--- src/rtl/port_mux_pkg.sv ---
`timescale 1ns/1ps
package port_mux_pkg;
    localparam int PORT_W    = 8;
    localparam int NUM_PORTS = 4;
    localparam int ADDR_W    = 16;
    localparam int SEL_W     = $clog2(NUM_PORTS);
    localparam int PINS_W    = PORT_W * NUM_PORTS;
    localparam int LOW_PORT  = 0;
    localparam int HIGH_PORT = 2;
    localparam logic [PORT_W-1:0] LATCH_INIT = '1;

    typedef enum logic [1:0] {
        ACC_FETCH       = 2'b00,
        ACC_DATA_WIDE   = 2'b01,
        ACC_DATA_NARROW = 2'b10,
        ACC_DATA_NARR2  = 2'b11
    } acc_kind_e;

    typedef struct packed {
        logic [PORT_W-1:0] lo;
        logic [PORT_W-1:0] hi;
    } pin_drive_t;

    // Latch-driven pin: pull low on zeros, rely on pull-up or open drain for ones
    function automatic pin_drive_t latch_drive(input logic [PORT_W-1:0] lat);
        pin_drive_t d;
        d.lo = ~lat;
        d.hi = '0;
        return d;
    endfunction

    // Push-pull drive of a byte
    function automatic pin_drive_t strong_drive(input logic [PORT_W-1:0] v);
        pin_drive_t d;
        d.lo = ~v;
        d.hi = v;
        return d;
    endfunction

    function automatic pin_drive_t released();
        pin_drive_t d;
        d.lo = '0;
        d.hi = '0;
        return d;
    endfunction

    function automatic logic narrow_addr(input acc_kind_e k);
        return k[1];
    endfunction
endpackage

--- src/rtl/port_latch_bank.sv ---
`timescale 1ns/1ps
module port_latch_bank
    import port_mux_pkg::*;
(
    input  logic                                 clk,
    input  logic                                 rst,
    input  logic                                 we,
    input  logic [SEL_W-1:0]                     sel,
    input  logic [PORT_W-1:0]                    wdata,
    input  logic                                 low_bus_hold,
    output logic [NUM_PORTS-1:0][PORT_W-1:0]     lat
);
    for (genvar g = 0; g < NUM_PORTS; g++) begin : g_lat
        always_ff @(posedge clk) begin
            if (rst) begin
                lat[g] <= LATCH_INIT;
            end else if ((g == LOW_PORT) && low_bus_hold) begin
                lat[g] <= LATCH_INIT;
            end else if (we && (sel == SEL_W'(g))) begin
                lat[g] <= wdata;
            end
        end
    end

    a_r1_latches_init: assert property (@(posedge clk) disable iff (rst)
        $past(rst) |-> (lat == {NUM_PORTS{LATCH_INIT}}));

    a_r11_low_latch_ones: assert property (@(posedge clk) disable iff (rst)
        $past(low_bus_hold) |-> (lat[LOW_PORT] == LATCH_INIT));
endmodule

--- src/rtl/low_port_bus.sv ---
`timescale 1ns/1ps
module low_port_bus
    import port_mux_pkg::*;
(
    input  logic               clk,
    input  logic               rst,
    input  logic               bus_active,
    input  logic               ale,
    input  logic               rd_strobe,
    input  acc_kind_e          kind,
    input  logic               acc_write,
    input  logic [PORT_W-1:0]  addr_lo,
    input  logic [PORT_W-1:0]  wdata,
    input  logic [PORT_W-1:0]  lat,
    input  logic [PORT_W-1:0]  pin,
    output pin_drive_t         drv,
    output logic [PORT_W-1:0]  rdata
);
    logic strobe_seen;
    logic data_phase;
    logic drives_data;
    logic capture;

    always_ff @(posedge clk) begin
        if (rst || !bus_active) begin
            strobe_seen <= 1'b0;
        end else if (ale) begin
            strobe_seen <= 1'b1;
        end
    end

    assign data_phase  = bus_active && strobe_seen && !ale;
    assign drives_data = acc_write && (kind != ACC_FETCH);
    assign capture     = data_phase && !drives_data && rd_strobe;

    always_comb begin
        if (!bus_active) begin
            drv = latch_drive(lat);
        end else if (!data_phase) begin
            drv = strong_drive(addr_lo);
        end else if (drives_data) begin
            drv = strong_drive(wdata);
        end else begin
            drv = released();
        end
    end

    always_ff @(posedge clk) begin
        if (rst) begin
            rdata <= '0;
        end else if (capture) begin
            rdata <= pin;
        end
    end

    a_r2_never_high_idle: assert property (@(posedge clk) disable iff (rst)
        !bus_active |-> (drv.hi == '0));

    a_r8_rdata_holds: assert property (@(posedge clk) disable iff (rst)
        !$past(bus_active && rd_strobe) |-> $stable(rdata));
endmodule

--- src/rtl/high_port_sel.sv ---
`timescale 1ns/1ps
module high_port_sel
    import port_mux_pkg::*;
(
    input  logic               bus_active,
    input  acc_kind_e          kind,
    input  logic [PORT_W-1:0]  addr_hi,
    input  logic [PORT_W-1:0]  lat,
    output pin_drive_t         drv
);
    always_comb begin
        if (bus_active && !narrow_addr(kind)) begin
            drv = strong_drive(addr_hi);
        end else begin
            drv = latch_drive(lat);
        end
    end
endmodule

--- src/rtl/ext_bus_port_mux.sv ---
`timescale 1ns/1ps
module ext_bus_port_mux
    import port_mux_pkg::*;
(
    input  logic                 clk,
    input  logic                 rst,
    input  logic                 lat_we,
    input  logic [1:0]           lat_sel,
    input  logic [7:0]           lat_wdata,
    input  logic [1:0]           rd_sel,
    input  logic                 rd_from_latch,
    output logic [7:0]           rd_data,
    input  logic [31:0]          pin_in,
    input  logic                 bus_active,
    input  logic                 ale,
    input  logic                 rd_strobe,
    input  logic [1:0]           acc_kind,
    input  logic                 acc_write,
    input  logic [15:0]          addr,
    input  logic [7:0]           bus_wdata,
    output logic [7:0]           bus_rdata,
    output logic [31:0]          drv_lo,
    output logic [31:0]          drv_hi
);
    logic [NUM_PORTS-1:0][PORT_W-1:0] lat;
    logic [NUM_PORTS-1:0][PORT_W-1:0] pin_arr;
    pin_drive_t                       pd [NUM_PORTS];
    acc_kind_e                        kind;

    assign kind    = acc_kind_e'(acc_kind);
    assign pin_arr = pin_in;

    port_latch_bank u_latches (
        .clk          (clk),
        .rst          (rst),
        .we           (lat_we),
        .sel          (lat_sel),
        .wdata        (lat_wdata),
        .low_bus_hold (bus_active),
        .lat          (lat)
    );

    for (genvar g = 0; g < NUM_PORTS; g++) begin : g_port
        if (g == LOW_PORT) begin : g_low
            low_port_bus u_low (
                .clk        (clk),
                .rst        (rst),
                .bus_active (bus_active),
                .ale        (ale),
                .rd_strobe  (rd_strobe),
                .kind       (kind),
                .acc_write  (acc_write),
                .addr_lo    (addr[PORT_W-1:0]),
                .wdata      (bus_wdata),
                .lat        (lat[g]),
                .pin        (pin_arr[g]),
                .drv        (pd[g]),
                .rdata      (bus_rdata)
            );
        end else if (g == HIGH_PORT) begin : g_high
            high_port_sel u_high (
                .bus_active (bus_active),
                .kind       (kind),
                .addr_hi    (addr[ADDR_W-1 -: PORT_W]),
                .lat        (lat[g]),
                .drv        (pd[g])
            );
        end else begin : g_quasi
            assign pd[g] = latch_drive(lat[g]);
        end
        assign drv_lo[g*PORT_W +: PORT_W] = pd[g].lo;
        assign drv_hi[g*PORT_W +: PORT_W] = pd[g].hi;
    end

    assign rd_data = rd_from_latch ? lat[rd_sel] : pin_arr[rd_sel];

    a_r3_no_fight: assert property (@(posedge clk) disable iff (rst)
        (drv_lo & drv_hi) == '0);

    a_r9_high_addr: assert property (@(posedge clk) disable iff (rst)
        (bus_active && !acc_kind[1]) |->
            (drv_hi[HIGH_PORT*PORT_W +: PORT_W] == addr[ADDR_W-1 -: PORT_W]));
endmodule

--- config.mk ---
export PLATFORM = sky130hd
export DESIGN_NAME = ext_bus_port_mux
export DESIGN_NICKNAME = d
export VERILOG_FILES = /design/src/rtl/port_mux_pkg.sv /design/src/rtl/port_latch_bank.sv /design/src/rtl/low_port_bus.sv /design/src/rtl/high_port_sel.sv /design/src/rtl/ext_bus_port_mux.sv
export SDC_FILE = /design/constraint.sdc
export NUM_CORES = 1
export LEC_CHECK = 0
export BUFFER_PORTS_ARGS = -buffer_cell sky130_fd_sc_hd__buf_2
export CORE_AREA = 5 5 77 96
export CTS_CLUSTER_DIAMETER = 30
export CTS_CLUSTER_SIZE = 20
export DETAILED_ROUTE_END_ITERATION = 8
export DIE_AREA = 0 0 82 101
export PLACE_DENSITY = 0.79
export SYNTH_ARGS = -nofsm -noshare
export SYNTH_HDL_FRONTEND = slang
export SYNTH_SLANG_ARGS = --single-unit
--- constraint.sdc ---
create_clock -name clk -period 1.7 [get_ports clk]
set_input_delay 0.255 -clock clk [delete_from_list [all_inputs] [get_ports clk]]
set_output_delay 0.255 -clock clk [all_outputs]
set_load 0.005 [all_outputs]
Yosys cells after proc, flatten, opt, wreduce, memory -nomap -nowiden
Cells that the tools add are included.

Flip-flop bits (word level): 41.

Multiplexer cells: 9. Bitwise operators: 7. Order comparisons: 1. Equality and inequality tests: 3. Reduce and logical (&&, ||, !) cells: 18.

Operator list (count): 2-to-1 mux 16 bit (4); NOT 8 bit (7); binary-select mux 8 bit (select 2 bit) (2); 2-to-1 mux 8 bit (3); logical AND 1 bit (10); == test 2 bit (second input constant) (2); logical NOT 1 bit (4); less-than comparator 2 x 3 -> 1 bit (second input constant) (1); == test 2 x 1 -> 1 bit (second input constant) (1); logical NOT 2 bit (1); nonzero test 2 bit (1); OR reduction 2 bit (1); logical OR 1 bit (1).

Logic depth before layout (Yosys ltp)
Word-level depth: 5. Gate-level depth with buffers: 5. Gate-level depth less buffers: 3.

Modules after synthesis
A second synthesis with hierarchy kept.

Cells, all modules: 283. Area total of the unflattened synthesis: 2842.7 um2.

By module, submodules not included: port_latch_bank (area an instance 1233.7 um2, instances 1, cells an instance 114); ext_bus_port_mux (area an instance 734.5 um2, instances 1, cells an instance 62); low_port_bus (area an instance 706.9 um2, instances 1, cells an instance 89); high_port_sel (area an instance 167.7 um2, instances 1, cells an instance 18).

Worst setup path before layout
No wires, ideal clock.

Kind: input port to output port. Start point: in rd_sel[1]. End point: out rd_data[5]. Path buffers: 2. Cell stages on the path: 4. Arrival: 1.286 ns. Data required time: 1.445 ns. Path slack: 0.159 ns. Cells stage by stage: buf_6 buf_8 mux4_1 mux2_2.

Longest elaborated chain between the ends: 3. Elaborated cells between the ends (all ways): 5.

Ends and longest elaborated chain: from (decl) (RTL line ext_bus_port_mux.sv:10) `input logic [1:0] rd_sel,`; binary-select mux 8 bit (select 2 bit) (RTL line ext_bus_port_mux.sv:75) `assign rd_data = rd_from_latch ? lat[rd_sel] : pin_arr[rd_sel];`; 2-to-1 mux 8 bit (implied by the code) (RTL line ext_bus_port_mux.sv:75); 2-to-1 mux 8 bit * (RTL line ext_bus_port_mux.sv:75); to (decl) (RTL line ext_bus_port_mux.sv:12) `output logic [7:0] rd_data,`.

Mark *: on every way between the ends. The rest lies on a longest branch, timed or not. The select of a mux whose other input is x is not followed.

Worst setup path after layout
Start point: reg u_latches.lat[16] (netlist bit). End point: out rd_data[0].

Longest elaborated chain between the ends: 3.

Ends and longest elaborated chain: from (decl) (RTL line port_latch_bank.sv:11) `output logic [NUM_PORTS-1:0][PORT_W-1:0] lat`; from (signal, indexed assignment) (RTL line port_latch_bank.sv:20) `lat[g] <= wdata;`; binary-select mux 8 bit (select 2 bit) (RTL line ext_bus_port_mux.sv:75); 2-to-1 mux 8 bit (implied by the code) (RTL line ext_bus_port_mux.sv:75); 2-to-1 mux 8 bit (RTL line ext_bus_port_mux.sv:75).

No other way between the ends. The select of a mux whose other input is x is not followed.

==> summary.txt <==
Finish
  – Final Cell Area: 3910 sq um
  – Final cell count without fillers: between 500 and 600
  – Area Overhead vs Synth: 44.2%
  – Nets: 539
  – Ant. Diodes: 0
  – Layout cells sized above 1: 55.0%

Power
  – Sequential power share: 43.8%
  – P_int: 1.65 mW
  – Clk pwr share: 27.3%
  – Net Sw Frac: 29.2%
  – Peak supply drop: between 0.3 and 0.4 mV
  – Static Leak: 1.96 nW
  – Logic pwr share: 28.9%
  – P per Cell Area: 596 nW/um^2
  – Switching pwr: 0.681 mW

Detailed routing
  – DRC Markers: 0
  – DRT antenna net count: 0
  – Vias: 2,801
  – Avg WL per Cell: 16.7 microns
  – Initial DRT Pass Iterations: 5
  – Routed WL: 9.14 mm
  – DR vias/cell: 5.10
  – Drt initial violations: 188

Critical path
  – Crit path kind: reg2out
  – CP startpoint kind: flop
  – Crit-path max cell delay: 0.47 ns
  – CP max stage cell: mux4_2
  – Crit end category: output port
  – Crit path max fanout: 2
  – Critical Path RT: 1.44 ns
  – Crit path DAT: 1.52 ns
  – Critical-path cell list: mux4_2, mux2_4, buf_6
  – Delay-heaviest family, CP: multiplexers
  – Critical path buffer and inverter count: 1

Placement
  – Pre-CTS worst setup slack: -0.0491 ns
  – Detailed Place HPWL: a little over 7 mm
  – Count of input and output buffers: 141
  – Final GP Congestion: about 0.84
  – Placed Cells: 520
  – DP Area: around 3400 sq um

Outcome
  – Failing checks: setup timing
  – Outcome: finished with violations

Clock network
  – CTS tree: yes
  – CTS clock-pin slew for the worst setup and hold paths: approximately 0.080 ns
  – Bufs on Longest Clock Path: 2
  – Clock sink count: between 40 and 50
  – CTS H-tree lvls: 2
  – Worst-skew pair later-pin latency: around 0.3 ns
  – Cts bufs inserted: 5
  – Root Buffer: clkbuf_8

Run
  – Max_cap viols: 0

Synth
  – Largest family of logic cells by synthesized area: simple AND/OR/NAND/NOR gates
  – Post-Synth Adder-Cell Area: 0%
  – Compound-Gate Fraction of Synth Area: between 10% and 20%
  – Syn_area_per_cell: 9.02 sq um
  – EDFF count, synth: 0
  – Synthesis Warnings: 0
  – Mux contribution to synthesized area: between 20% and 30%
  – Async SR Flop Fraction: 0%
  – Simple-gate share of the synthesized area: about 24%
  – Synth Area in XOR/XNOR: 0%
  – Synth Register Bits: around 40
  – Distinct cells, synth: 32
  – Mapped Area: 2710 sq um
  – Seq/Total Area, Yosys: 30.2%
  – Dominant synthesized flop cell: dfxtp_1
  – Cells after Synth: 301

GRT
  – Global Route Usage Sum: 21.8%
  – Vias in the first global route: 2,750
  – First-pass GRT wire length: 13.6 mm
  – Initial antenna violation count: 0
  – Grt ovf: 0
  – Pin count of the biggest net entering global routing: 25

Floorplanning
  – Die area: roughly 8300 sq um
  – Initial Util: 42.1%
  – DIE WIDTH: 82 microns
  – IO Pins: 158
  – Core area: 6440 sq um
  – Rows: 33
  – Die height: 101 microns

STA
  – F_max: 0.564 GHz
  – Final hold violations: 0
  – Slew HR: approximately three fifths
  – RSZ-0062 raised after global routing: yes
  – Worst slew pin tran: around 0.6 ns
  – Final min period: 1.77 ns
  – Setup Viol. Count Final: 12
  – Period utilisation layout: 104%
  – Setup Skew: 0.00445 ns
  – Setup WS post-layout: -0.0720 ns
  – Pins Over Slew Limit: 0

Hold path
  – Hold Path Class: in2reg
[layout make-up]
cell class                      instances  area, sq um
Fill cell                             571         2530
Multi-Input combinational cell        223         1760
Timing Repair Buffer                  173         1030
Sequential cell                        41          857
Tap cell                               87          109
Clock buffer                            5         68.8
Inverter                               17         63.8
Clock inverter                          3         17.5
[power groups by stage]
stage / Sequential [mW] / Clock, mW / Combinational, mW
floorplan: 1.03 / 0 / 0.332
global placement: 1.05 / 0 / 0.536
detailed placement: 1.05 / 0 / 0.547
CTS: 1.02 / 0.641 / 0.623
global route: 1.03 / 0.683 / 0.734
finish: 1.02 / 0.637 / 0.674
[per-stage QoR]
| step | power, mW | utilization, % | TNS, ns | hold WS, ns |
|---|---|---|---|---|
| 6_report | 2.33 | 60.8 | -0.524 | 0.217 |
| 3_5_place_dp | 1.60 | 53.3 | -0.299 | 0.459 |
| 3_3_place_gp | 1.58 | 53.3 | -0.138 | 0.457 |
| 5_1_grt | 2.44 | 60.8 | -1.24 | 0.220 |
| 2_1_floorplan | 1.37 | - | 0 | 0.373 |
| 4_1_cts | 2.28 | 58.0 | -0.387 | 0.210 |
[final timing paths]
path | startpoint | to | slack, ns | depth (start not counted)
worst max-delay path | u_latches.lat[16]$_SDFFE_PP1P_ | rd_data[0] | -0.07 | 3
worst min-delay path | lat_wdata[4] | u_latches.lat[28]$_SDFFE_PP1P_ | 0.22 | 2
worst max register to register | g_port[0].g_low.u_low.strobe_seen$_SDFFE_PP0P_ | g_port[0].g_low.u_low.rdata[1]$_SDFFE_PP0P_ | 0.62 | 4
worst min register to register | g_port[0].g_low.u_low.rdata[0]$_SDFFE_PP0P_ | g_port[0].g_low.u_low.rdata[0]$_SDFFE_PP0P_ | 0.48 | 2
[sequential cells by signal, indices dropped and copies added, names as in the netlist]
register / cells
g_port.g_low.u_low.strobe_seen: 1
u_latches.lat: 32
g_port.g_low.u_low.rdata: 8
[layout by cell type, fill, tap and decap left out, drive strengths merged]
cell type	instances
a21oi	13
nand3	8
or3b	1
and3	1
a211o	16
nor3	7
clkinv	2
nand2	45
nor2b	2
nor3b	1
conb	16
inv	17
and3b	1
o21a	1
buf	171
clkbuf	7
nand2b	18
a31o	3
and2	16
nand3b	10
clkinvlp	1
dfxtp	41
mux2	8
mux2i	11
o21ai	7
mux4	16
nor2	17
a2bb2oi	5
[layer usage]
metal	vias to the layer above	wire (microns)	track usage [%]
met5	-	0	0
met4	0	144	6.39
met3	10	699	3.85
met2	126	5020	40.9
met1	1330	3280	24.3
li1	1335	-	-
[cell families (layout without fill, tap and decap cells)]
family / after synthesis / after routing
muxes: 35 / 35
buffers and inverters: 52 / 198
other: 1 / 16
DFF: 41 / 41
and+or+nand+nor: 127 / 127
AOI/OAI and AO/OA: 45 / 45
[timing repair]
| item | in CTS | in global routing |
|---|---|---|
| hold buffers | 0 | 0 |
| gates cloned | 0 | 1 |
| endpoints found under the setup margin | 16 | 17 |
| buffers inserted | 19 | 2 |
| gates resized for setup | 58 | 31 |
| pin swaps | 0 | 4 |
[Yosys cell counts (all sizes together) (10+ instances only)]
library cell	number	area [sq um]
dfxtp	41	821
nand3b	10	75.1
a21oi	13	65.1
and2	16	100
nor2	17	63.8
buf	24	190
inv	17	63.8
nand2b	18	113
clkbuf	11	41.3
mux2i	11	110
a211o	16	140
mux4	16	420
nand2	45	169
(Power assumes the default switching activity.)
